File: src/rtl/kr_pkg.sv
`timescale 1ns/1ps
package kr_pkg;
  typedef logic [31:0] word_t;

  // w0 sits in the least significant bits
  typedef struct packed {
    word_t w3;
    word_t w2;
    word_t w1;
    word_t w0;
  } quad_t;

  localparam logic [4:0] BCAST_ROW = 5'h1F;
endpackage

File: src/rtl/kr_gather.sv
`timescale 1ns/1ps
module kr_gather
  import kr_pkg::*;
(
  input  logic        clk,
  input  logic        rst_n,
  input  logic        wr_en,
  input  logic [3:2]  wr_addr,
  input  word_t       wr_data,
  output logic        done,
  output quad_t       pkt
);
  localparam int SLOTS = 4;

  word_t words_q [SLOTS-1];
  word_t words_d [SLOTS-1];

  assign done = wr_en && (wr_addr == 2'd3);
  assign pkt  = '{w3: wr_data, w2: words_q[2], w1: words_q[1], w0: words_q[0]};

  always_comb begin
    for (int i = 0; i < SLOTS-1; i++) words_d[i] = words_q[i];
    if (done) begin
      for (int i = 0; i < SLOTS-1; i++) words_d[i] = '0;
    end else if (wr_en) begin
      words_d[wr_addr] = wr_data;
    end
  end

  always_ff @(posedge clk or negedge rst_n) begin
    if (!rst_n) begin
      for (int i = 0; i < SLOTS-1; i++) words_q[i] <= '0;
    end else begin
      for (int i = 0; i < SLOTS-1; i++) words_q[i] <= words_d[i];
    end
  end

  // buffer is empty right after a completion
  p_buf_clear_r2: assert property (@(posedge clk) disable iff (!rst_n)
    done |=> (words_q[0] == '0 && words_q[1] == '0 && words_q[2] == '0));
endmodule

File: src/rtl/kr_decode.sv
`timescale 1ns/1ps
module kr_decode
  import kr_pkg::*;
#(
  parameter int          NUM_ROWS   = 15,
  parameter logic [7:0]  TYPE_FRAME = 8'h00,
  parameter logic [7:0]  TYPE_BULK  = 8'h80,
  parameter logic [5:0]  BULK_REG   = 6'h02,
  parameter int          FRAME_QW   = 25
) (
  input  logic        clk,
  input  logic        rst_n,
  input  logic        done,
  input  quad_t       pkt,
  input  logic        decomp_en,
  output logic        fire_q,
  output logic [4:0]  out_row_q,
  output logic [5:0]  out_reg_q,
  output quad_t       out_data_q,
  output word_t       cnt_q,
  output logic        cnt_err_q,
  output logic        row_err_q
);
  localparam logic [4:0] ROW_LIM = 5'(NUM_ROWS);
  localparam word_t      QW_DIV  = 32'(FRAME_QW);

  logic [7:0] hdr_type;
  logic [4:0] hdr_row;
  logic [5:0] hdr_reg;
  logic [4:0] tgt_q, tgt_d;
  word_t      cnt_d;
  logic       cnt_err_d, row_err_d, fire_d;
  logic [4:0] out_row_d;
  logic [5:0] out_reg_d;
  quad_t      out_data_d;
  logic       send;
  logic [4:0] s_row;
  logic [5:0] s_reg;
  quad_t      s_data;

  assign hdr_type = pkt.w0[31:24];
  assign hdr_row  = pkt.w0[20:16];
  assign hdr_reg  = pkt.w0[13:8];

  always_comb begin
    cnt_d      = cnt_q;
    tgt_d      = tgt_q;
    cnt_err_d  = cnt_err_q;
    row_err_d  = row_err_q;
    fire_d     = 1'b0;
    out_row_d  = out_row_q;
    out_reg_d  = out_reg_q;
    out_data_d = out_data_q;
    send       = 1'b0;
    s_row      = tgt_q;
    s_reg      = BULK_REG;
    s_data     = pkt;
    if (done && !decomp_en) begin
      if (cnt_q != '0) begin
        cnt_d = cnt_q - 32'd1;
        send  = 1'b1;
      end else if (hdr_type == TYPE_BULK && hdr_reg == BULK_REG) begin
        cnt_d = pkt.w1;
        tgt_d = hdr_row;
        if ((pkt.w1 % QW_DIV) != '0) cnt_err_d = 1'b1;
      end else if (hdr_type == TYPE_FRAME) begin
        send   = 1'b1;
        s_row  = hdr_row;
        s_reg  = hdr_reg;
        s_data = '{w3: '0, w2: pkt.w3, w1: pkt.w2, w0: pkt.w1};
      end
    end
    if (send) begin
      if (s_row == BCAST_ROW || s_row < ROW_LIM) begin
        fire_d     = 1'b1;
        out_row_d  = s_row;
        out_reg_d  = s_reg;
        out_data_d = s_data;
      end else begin
        row_err_d = 1'b1;
      end
    end
  end

  always_ff @(posedge clk or negedge rst_n) begin
    if (!rst_n) begin
      cnt_q      <= '0;
      tgt_q      <= '0;
      cnt_err_q  <= 1'b0;
      row_err_q  <= 1'b0;
      fire_q     <= 1'b0;
      out_row_q  <= '0;
      out_reg_q  <= '0;
      out_data_q <= '0;
    end else begin
      cnt_q      <= cnt_d;
      tgt_q      <= tgt_d;
      cnt_err_q  <= cnt_err_d;
      row_err_q  <= row_err_d;
      fire_q     <= fire_d;
      out_row_q  <= out_row_d;
      out_reg_q  <= out_reg_d;
      out_data_q <= out_data_d;
    end
  end

  // each bulk packet consumes one count
  p_bulk_dec_r6: assert property (@(posedge clk) disable iff (!rst_n)
    (done && !decomp_en && cnt_q != '0) |=> (cnt_q == $past(cnt_q) - 32'd1));
  // dropped packets leave no trace
  p_discard_r10: assert property (@(posedge clk) disable iff (!rst_n)
    (done && decomp_en) |=> (!fire_q && $stable(cnt_q)));
  // a delivery never names a missing row; error flag sticks
  p_fire_row_ok_r9: assert property (@(posedge clk) disable iff (!rst_n)
    fire_q |-> (out_row_q == BCAST_ROW || out_row_q < ROW_LIM));
  p_row_err_sticky_r9: assert property (@(posedge clk) disable iff (!rst_n)
    row_err_q |=> row_err_q);
  // count error sticks
  p_cnt_err_sticky_r7: assert property (@(posedge clk) disable iff (!rst_n)
    cnt_err_q |=> cnt_err_q);
  // a delivery lasts one cycle without a new completion
  p_one_shot_r1: assert property (@(posedge clk) disable iff (!rst_n)
    (fire_q && !done) |=> !fire_q);
endmodule

File: src/rtl/kr_fanout.sv
`timescale 1ns/1ps
module kr_fanout
  import kr_pkg::*;
#(
  parameter int NUM_ROWS = 15
) (
  input  logic                clk,
  input  logic                rst_n,
  input  logic                fire,
  input  logic [4:0]          row,
  output logic [NUM_ROWS-1:0] valid
);
  for (genvar g = 0; g < NUM_ROWS; g++) begin : g_row
    assign valid[g] = fire && (row == BCAST_ROW || row == 5'(g));
  end

  // a partial set of strobes is always a single row
  p_single_row_r8: assert property (@(posedge clk) disable iff (!rst_n)
    (valid != '0 && !(&valid)) |-> $onehot0(valid));
endmodule

File: src/rtl/keyhole_router.sv
`timescale 1ns/1ps
module keyhole_router
  import kr_pkg::*;
#(
  parameter int          NUM_ROWS   = 15,
  parameter logic [7:0]  TYPE_FRAME = 8'h00,
  parameter logic [7:0]  TYPE_BULK  = 8'h80,
  parameter logic [5:0]  BULK_REG   = 6'h02,
  parameter int          FRAME_QW   = 25
) (
  input  logic                clk,
  input  logic                rst_n,
  input  logic                wr_en,
  input  logic [3:2]          wr_addr,
  input  logic [31:0]         wr_data,
  input  logic                decomp_en,
  output logic [NUM_ROWS-1:0] row_valid,
  output logic [5:0]          row_reg,
  output logic [127:0]        row_data,
  output logic [31:0]         frame_cnt,
  output logic                cnt_err,
  output logic                row_err
);
  logic       done;
  quad_t      pkt;
  logic       fire;
  logic [4:0] out_row;
  quad_t      out_data;

  kr_gather u_gather (
    .clk(clk), .rst_n(rst_n), .wr_en(wr_en), .wr_addr(wr_addr),
    .wr_data(wr_data), .done(done), .pkt(pkt)
  );

  kr_decode #(
    .NUM_ROWS(NUM_ROWS), .TYPE_FRAME(TYPE_FRAME), .TYPE_BULK(TYPE_BULK),
    .BULK_REG(BULK_REG), .FRAME_QW(FRAME_QW)
  ) u_decode (
    .clk(clk), .rst_n(rst_n), .done(done), .pkt(pkt), .decomp_en(decomp_en),
    .fire_q(fire), .out_row_q(out_row), .out_reg_q(row_reg),
    .out_data_q(out_data), .cnt_q(frame_cnt), .cnt_err_q(cnt_err),
    .row_err_q(row_err)
  );

  kr_fanout #(.NUM_ROWS(NUM_ROWS)) u_fanout (
    .clk(clk), .rst_n(rst_n), .fire(fire), .row(out_row), .valid(row_valid)
  );

  assign row_data = out_data;
endmodule

File: config.mk
export PLATFORM = sky130hd
export DESIGN_NAME = keyhole_router
export DESIGN_NICKNAME = d
export VERILOG_FILES = /design/src/rtl/kr_pkg.sv /design/src/rtl/kr_gather.sv /design/src/rtl/kr_decode.sv /design/src/rtl/kr_fanout.sv /design/src/rtl/keyhole_router.sv
export SDC_FILE = /design/constraint.sdc
export NUM_CORES = 1
export LEC_CHECK = 0
export ABC_AREA = 1
export CAP_MARGIN = 20
export CELL_PAD_IN_SITES_DETAIL_PLACEMENT = 0
export CELL_PAD_IN_SITES_GLOBAL_PLACEMENT = 1
export CORE_UTILIZATION = 35
export CTS_CLUSTER_SIZE = 12
export DETAILED_ROUTE_END_ITERATION = 10
export DONT_BUFFER_PORTS = 1
export GPL_ROUTABILITY_DRIVEN = 0
export PLACE_DENSITY_LB_ADDON = 0.1
export REMOVE_ABC_BUFFERS = 1
export SLEW_MARGIN = 20
export SYNTH_ARGS = -nofsm -noshare
export SYNTH_HDL_FRONTEND = slang
export SYNTH_HIERARCHICAL = 1
export SYNTH_SLANG_ARGS = --single-unit
File: constraint.sdc
create_clock -name clk -period 36 [get_ports clk]
set_input_delay 3.6 -clock clk [delete_from_list [all_inputs] [get_ports clk]]
set_output_delay 3.6 -clock clk [all_outputs]
set_load 0.05 [all_outputs]
==> impl_metrics.tcl <==
set metrics [dict create \
    status "finished, final reports clean" \
    multi_input_combinational_cell_area_sq_um 9550 \
    worstPathRequired_ns 36.43 \
    syn_to_final_growth_pct 8.18 \
    route.vias.total 15300 \
    max_clock_freq_mhz 69.6 \
    grt_first_pass_wirelength_mm 87.8 \
    clock-skew-final_ns 0.0219 \
    filler_cell_count 5319 \
    tritoncts "done" \
    worstMarginPinSlew_ns 0.912 \
    critPathMaxStageDelay_ns 0.59 \
    postCtsSetupBuffers 0 \
    critical-path-slowest-cell "sky130_fd_sc_hd__dfrtp_1" \
    postSynthCellCount 2405 \
    ctsHoldBuffers 0 \
    yosysTopAreaCell "sky130_fd_sc_hd__dfrtp_1" \
    layout.area.seq_sq_um 6880 \
    synth-async-reset-ratio 1.00 \
    worst_setup_path_start_kind "register" \
    cts.root.buffer_cell "sky130_fd_sc_hd__clkbuf_16" \
    synth_largest_type_area_fraction 0.384 \
    routed_wire_length_per_instance_um 18.1 \
    period_needed_ns 14.38 \
    cts.reportedPaths.clkPinSlew_ns 0.06 \
    worst_slew_margin_rel 0.390 \
    synth.top_cells.by_area "sky130_fd_sc_hd__dfrtp_1 38%, sky130_fd_sc_hd__nand2_1 15%, sky130_fd_sc_hd__nand2_4 4.5%" \
    pin_count 221 \
    dr.first_iter.drc_count 830 \
    global_route.overflow_total 0 \
    number_of_standard_cells_in_the_final_layout_excluding_fillers 3031 \
    maxCapViolCount 0 \
    rows 82 \
    syn-mean-instance-area_sq_um 7.45 \
    grt_start_max_net_pins 276 \
    groute.usage.overall 0.212 \
    critPathArrivalTime_ns 14.80 \
    final_hold_viol_count 0 \
    setup-violations-final 0 \
    synth.cell_area_sq_um 17900 \
    drt-pass1-iter-count 6 \
    antenna_cells 0 \
    postCtsResizedCells 0 \
    report.final.slew_viol_count 0 \
    synth.most_common_cell "sky130_fd_sc_hd__nand2_1" \
    critPathCaptureType "register" \
    synth_top_cells_by_count "727 x sky130_fd_sc_hd__nand2_1, 275 x sky130_fd_sc_hd__dfrtp_1, 165 x sky130_fd_sc_hd__inv_1" \
    number_of_antenna_violations_at_the_first_check_in_global_routing 1 \
    vias_per_cell 5.04 \
    total_die_area_sq_um 52100 \
    yosysSeqAreaShare 0.384 \
    worst-path-max-fanout 8 \
    setup-tns-final_ns 0 \
    cts_buffers 35 \
    share_of_layout_cells_above_drive_strength_1 0.177 \
    yosysUniqueCellTypes 62 \
    first_global_vias 15100 \
    dp_hpwl_mm 36.5 \
    postSynth.topFlopCell "sky130_fd_sc_hd__dfrtp_1" \
    floorplan.initialDensity 0.356 \
    dieHeight_um 228 \
    timing.hold.worst.class "reg2reg" \
    cts_max_path_buffers 3 \
    rsz0062_at_grt "false" \
    synth_edf_count 0 \
    criticalPathCategory "reg2reg" \
    drtAntennaViolNets 0 \
    tritoncts_sinks 275 \
    num-nets-final 2376 \
    postSynthRegisterBits 275 \
    clock_tree.htree_level_count 2 \
    floorplan.die.width_um 228 \
    number_of_cells_in_the_design_after_placement 2967 \
    clkLatencyLatePin_ns 0.55 \
    finalWirelength_mm 54.9 \
    drt_drc_violations_left 0 \
    synth_warnings 6 \
    critical-path-top-cell-by-count "sky130_fd_sc_hd__nand2_4" \
    core_region_area_sq_um 50300 \
    min_period_over_period 0.399 \
    port_buffers 0 \
]
critical path: cells and delay by family (launching register included):
| family | cells | cell delay [ns] |
|---|---|---|
| adders and majority gates | 2 | 0.41 |
| DFF | 1 | 0.59 |
| and+or+nand+nor | 119 | 11.51 |
| AOI/OAI and AO/OA | 4 | 0.83 |
| xor gates and xnor gates | 1 | 0.22 |
| buffers and inverters | 7 | 0.61 |
state kept, by name, summed over array words and instances (netlist names):
signal and cells:
u_decode/out_reg_q 6, u_decode/row_err_q 1, u_decode/cnt_q 32, u_decode/out_row_q 5, u_decode/fire_q 1, u_decode/out_data_q 128, u_decode/tgt_q 5, u_gather/pkt 96
u_decode/cnt_err_q 1
worst paths after layout:
path | from | to | slack [ns] | cells past startpoint
max in group asynchronous | rst_n | u_gather/pkt[80] | 32.78 | 0
worst max-delay path | u_gather/pkt[59] | u_decode/cnt_err_q | 21.62 | 133
worst min register to register | u_gather/pkt[2] | u_gather/pkt[2] | 0.46 | 2
worst max register to register | u_gather/pkt[59] | u_decode/cnt_err_q | 21.62 | 133
min in group asynchronous | rst_n | u_decode/out_data_q[69] | 2.75 | 0
worst min-delay path | u_gather/pkt[2] | u_gather/pkt[2] | 0.46 | 2
cells by family after synthesis:
family          count (synthesis)  share of synthesized area
simple gates                 1383                      0.394
mux                             3                    0.00168
flops                         275                      0.384
fa+ha+maj                       5                    0.00349
buf+inv                       328                     0.0840
xor+xnor                       24                     0.0122
compound gates                387                      0.120
cell usage in the layout, fill, tap and decap left out, types with 18 or more instances in the layout:
cell                        instances
sky130_fd_sc_hd__nand2_1          726
sky130_fd_sc_hd__dfrtp_1          275
sky130_fd_sc_hd__inv_1            164
sky130_fd_sc_hd__nor2_1           160
sky130_fd_sc_hd__o21ai_0          155
sky130_fd_sc_hd__nand3_1          147
sky130_fd_sc_hd__nand2_2          118
sky130_fd_sc_hd__o21ai_1           83
sky130_fd_sc_hd__nand2_4           73
sky130_fd_sc_hd__a31oi_1           66
sky130_fd_sc_hd__a21oi_1           42
sky130_fd_sc_hd__clkbuf_16         37
sky130_fd_sc_hd__nand4_1           31
sky130_fd_sc_hd__inv_2             30
sky130_fd_sc_hd__nand3_2           28
sky130_fd_sc_hd__xor2_1            21
sky130_fd_sc_hd__nor2_2            21
sky130_fd_sc_hd__nor2_4            18
routing by layer:
metal,share of wire,vias up,GRT usage
met2,0.44,300,0.333
met4,0.021,0,0.0554
met1,0.48,7230,0.293
li1,-,7681,-
met3,0.060,65,0.0485
met5,0,-,0
per-stage QoR:
step	setup WS [ns]	area (sq um)	util	hold slack, ns
floorplan	21.67	17200	-	0.437
global placement	21.86	18200	0.362	0.448
detailed placement	21.59	18200	0.362	0.453
CTS	21.55	19300	0.385	0.468
global route	19.92	19400	0.385	0.481
finish	21.62	19400	0.385	0.464
final cells by class:
type	count	share of cell area
multi-input cells	1802	0.493
inverters	204	0.0413
clock inverters	16	0.00749
flip-flops and latches	275	0.355
well taps	672	0.0434
clock buffers	47	0.0528
repair buffers	15	0.00685
Power is not shown: default switching activity piles up to over one toggle a cycle in this logic, so the estimate is an artifact.
